$ cat src/rtl/dcdisc_pkg.sv
package dcdisc_pkg;

    // Per-port conditioned inputs handed to a timer lane.
    typedef struct packed {
        logic powered;
        logic low_cur;
        logic armed;
    } port_sense_t;

endpackage

$ cat src/rtl/dcdisc_enable_merge.sv
module dcdisc_enable_merge #(
    parameter int NUM_PORTS = 4
) (
    input  logic [NUM_PORTS-1:0] dc_en,
    input  logic [NUM_PORTS-1:0] ac_en,
    output logic [NUM_PORTS-1:0] armed
);
    // The legacy AC enable has no circuit of its own; it arms the DC path.
    for (genvar p = 0; p < NUM_PORTS; p++) begin : g_merge
        assign armed[p] = dc_en[p] | ac_en[p];
    end
endmodule

$ cat src/rtl/dcdisc_port_timer.sv
module dcdisc_port_timer
    import dcdisc_pkg::*;
#(
    parameter int DISC_CYCLES = 8
) (
    input  logic        clk,
    input  logic        rst_n,
    input  port_sense_t sense,
    output logic        off_req,
    output logic        disc_evt
);
    localparam int CW = $clog2(DISC_CYCLES + 1);
    localparam logic [CW-1:0] LAST = CW'(DISC_CYCLES - 1);

    typedef struct packed {
        logic [CW-1:0] cnt;
        logic          off;
        logic          evt;
    } lane_t;

    lane_t s_d, s_q;
    logic  qual;

    always_comb begin
        s_d     = s_q;
        s_d.evt = 1'b0;
        qual    = sense.powered & sense.armed & sense.low_cur & ~s_q.off;
        if (qual) begin
            if (s_q.cnt == LAST) begin
                s_d.cnt = '0;
                s_d.off = 1'b1;
                s_d.evt = 1'b1;
            end else begin
                s_d.cnt = s_q.cnt + 1'b1;
            end
        end else begin
            s_d.cnt = '0;
        end
        if (!sense.powered) begin
            s_d.off = 1'b0;
        end
    end

    always_ff @(posedge clk) begin
        if (!rst_n) begin
            s_q <= '0;
        end else begin
            s_q <= s_d;
        end
    end

    assign off_req  = s_q.off;
    assign disc_evt = s_q.evt;
endmodule

$ cat src/rtl/dcdisc_monitor.sv
module dcdisc_monitor
    import dcdisc_pkg::*;
#(
    parameter int NUM_PORTS   = 4,
    parameter int DISC_CYCLES = 8
) (
    input  logic                 clk,
    input  logic                 rst_n,
    input  logic [NUM_PORTS-1:0] port_on,
    input  logic [NUM_PORTS-1:0] under_cur,
    input  logic [NUM_PORTS-1:0] dc_en,
    input  logic [NUM_PORTS-1:0] ac_en,
    output logic [NUM_PORTS-1:0] off_req,
    output logic [NUM_PORTS-1:0] disc_evt
);
    logic [NUM_PORTS-1:0] armed;

    dcdisc_enable_merge #(.NUM_PORTS(NUM_PORTS)) merge_i (
        .dc_en (dc_en),
        .ac_en (ac_en),
        .armed (armed)
    );

    for (genvar p = 0; p < NUM_PORTS; p++) begin : g_lane
        port_sense_t sense;
        assign sense.powered = port_on[p];
        assign sense.low_cur = under_cur[p];
        assign sense.armed   = armed[p];

        dcdisc_port_timer #(.DISC_CYCLES(DISC_CYCLES)) timer_i (
            .clk      (clk),
            .rst_n    (rst_n),
            .sense    (sense),
            .off_req  (off_req[p]),
            .disc_evt (disc_evt[p])
        );
    end
endmodule

$ cat config.mk
export PLATFORM = sky130hd
export DESIGN_NAME = dcdisc_monitor
export DESIGN_NICKNAME = d
export VERILOG_FILES = /design/src/rtl/dcdisc_pkg.sv /design/src/rtl/dcdisc_enable_merge.sv /design/src/rtl/dcdisc_port_timer.sv /design/src/rtl/dcdisc_monitor.sv
export SDC_FILE = /design/constraint.sdc
export NUM_CORES = 1
export LEC_CHECK = 0
export ABC_AREA = 1
export ABC_CLOCK_PERIOD_IN_PS = 1300
export BUFFER_PORTS_ARGS = -buffer_cell sky130_fd_sc_hd__buf_2
export CAP_MARGIN = 20
export CORE_ASPECT_RATIO = 1.4
export CORE_MARGIN = 2
export CORE_UTILIZATION = 55
export DETAILED_ROUTE_END_ITERATION = 8
export PLACE_DENSITY = 0.82
export SLEW_MARGIN = 20
export SYNTH_ARGS = -nofsm -noshare
export SYNTH_HDL_FRONTEND = slang
export SYNTH_HIERARCHICAL = 1
export SYNTH_SLANG_ARGS = --single-unit
$ cat constraint.sdc
create_clock -name clk -period 1.3 [get_ports clk]
set_input_delay 0.065 -clock clk [delete_from_list [all_inputs] [get_ports clk]]
set_output_delay 0.065 -clock clk [all_outputs]
set_load 0.1 [all_outputs]
==> impl_metrics.tcl <==
set metrics [dict create \
    ys_ff_latch 24 \
    ant_nets 0 \
    avgSynthCellArea_um2 7.962 \
    startpoint_type "flip-flop" \
    peakVddDrop_mv 0.8248 \
    grtUsageTotal_pct 19.37 \
    tightest_slew_ns 0.4853 \
    drt-vias-per-instance 4.978 \
    status "finished clean" \
    grt_pass1_vias 857 \
    min_from "under_cur[3]" \
    synth_cell_types 12 \
    leakage_nw 0.6180 \
    required_ns 1.24 \
    final_common_cell "inv_1" \
    cp_top_family "buffers and inverters" \
    dieWidth_um 40.95 \
    synth_compound_area_share_pct 1.905 \
    yosysWarnings 6 \
    grt_pass1_wl_um 3084 \
    crit_chain "buf_2" \
    clk_path_buf_depth 2 \
    powerDensity_mw_per_mm2 965.3 \
    portBuffers 25 \
    drt-pass1-iter-count 6 \
    fin_nets 186 \
    drive_gt1_share_pct 27.61 \
    worstHoldPathType "in2reg" \
    rsz0062_at_grt "no" \
    synth_adder_area_share_pct 4.762 \
    arrival_ns 1.10 \
    syn_inst 132 \
    crit_path_end_kind "output port" \
    cp-startpoint "g_lane[1].timer_i/off_req" \
    fin_total_pwr_mw 1.219 \
    slew_violations 0 \
    clk_latency_ns 0.31 \
    cts_sinks 24 \
    final_util_pct 70.96 \
    initial_utilization_pct 59.07 \
    synth-simple-area-share_pct 34.29 \
    cts_tree "yes" \
    cap_violations 0 \
    ys_seq_area_share_pct 45.71 \
    die_area_mm2 0.002282 \
    cpMaxStageDelayCell "buf_2" \
    finalHoldViolCount 0 \
    wl_per_cell_um 9.923 \
    cp_max_fo 3 \
    path_clk_slew_ns 0.12 \
    drt_iter0_markers 12 \
    grt_start_max_net_pins 14 \
    skew_ns 0.001439 \
    min_period_over_period_pct 89.88 \
    final_cell_mix "28 x inv_1, 25 x buf_2, 20 x nand2_1, 20 x dfxtp_1, 16 x nor2_1" \
    antenna_found_initial 0 \
    synth_top_family_by_area "simple AND/OR/NAND/NOR gates" \
    clock-root-buffer "clkbuf_4" \
    nFillCells 151 \
    relSlewSlack_pct 67.87 \
    coreArea_mm2 0.001779 \
    overflow 0 \
    hold_ws_ns 0.01549 \
    synthesis.nets 154 \
    tns_ns 0 \
    antennaDiodeCount 0 \
    cts_resized 0 \
    post-route-drc-count 0 \
    finalSetupViolCount 0 \
    synthXorXnorAreaFrac_pct 3.333 \
    syn2layout_area_growth_pct 20.12 \
    fin_crit_ns 1.168 \
    max_stage_delay_ns 0.42 \
    r2r_start "g_lane[0].timer_i/s_q[2]" \
    syn-cell-area_mm2 0.001051 \
    place_hpwl_um 1441 \
    cts_made_buffers 3 \
    wirelength_um 1816 \
    fp-row-count 18 \
    max_freq_mhz 855.9 \
    die_y_um 55.73 \
    gp_congestion 0.6496 \
    critical_path_class "reg2out" \
    cts_htree_levels 1 \
    io_pins 26 \
    vias 911 \
    critPathBufInv 1 \
    synthMuxAreaShare_pct 0 \
]
-- kinds of logic after synthesis --
| family | count (synthesis) |
|---|---|
| simple gates | 68 |
| buf+inv | 28 |
| flops | 24 |
| compound gates | 4 |
| xor+xnor | 4 |
| fa+ha+maj | 4 |
-- routing by layer --
layer	GRT usage, %	share of wire [%]	vias to the layer above
li1	-	-	477
met5	0	0	-
met4	10.00	2.8	0
met3	2.400	3.1	5
met1	19.64	40	413
met2	34.38	54	16
-- power by group --
group          internal [mW]  switching [mW]
clock                  0.171           0.216
combinational         0.0405          0.0450
sequential             0.741         0.00494
total                  0.952           0.266
-- metrics by stage --
step | worst slack (ns) | cell area [µm²] | instances
final | 0.1316 | 1262 | 183
after global routing | 0.08239 | 1262 | 183
after CTS | 0.1138 | 1262 | 183
after detailed placement | 0.2769 | 1206 | 177
after global placement | 0.3411 | 1206 | 177
after floorplan | 0.2988 | 1056 | 132
-- cell usage after synthesis --
master	n	area (µm²)
dfxtp_1	24	480.5
inv_1	28	105.1
nand3_1	8	40.04
nand2_1	20	75.07
nor2_1	16	60.06
xnor2_1	4	35.03
o21ai_1	4	20.02
ha_1	4	50.05
nor3b_1	4	30.03
nand4_1	8	50.05
nand3_2	8	80.08
nor2_2	4	25.02
-- sequential cells by signal, summed over array words and instances (netlist names) --
name and flops:
g_lane.timer_i/disc_evt 4, g_lane.timer_i/s_q 16, g_lane.timer_i/off_req 4
-- final cells by class --
cell class,count,area [µm²],share of cell area [%]
timing repair buffer,27,145.1,11.50
clock buffer,4,36.28,2.874
tap,20,25.02,1.982
multi-input combinational,80,465.4,36.87
inverter,28,105.1,8.325
sequential,24,485.5,38.45
-- path summary, 6_finish.rpt --
check | endpoint | slack (ns) | depth (start not counted)
worst max register to register | g_lane[0].timer_i/off_req | 0.27 | 5
worst min-delay path | g_lane[3].timer_i/disc_evt | 0.02 | 3
worst min register to register | g_lane[0].timer_i/s_q[2] | 0.47 | 1
worst max-delay path | off_req[1] | 0.13 | 1
-- what timing repair did --
item	in CTS	in global routing
setup buffers	0	0
hold endpoints to repair	2	0
hold buffers	2	0
No activity file was read; power rests on OpenSTA's default activity.
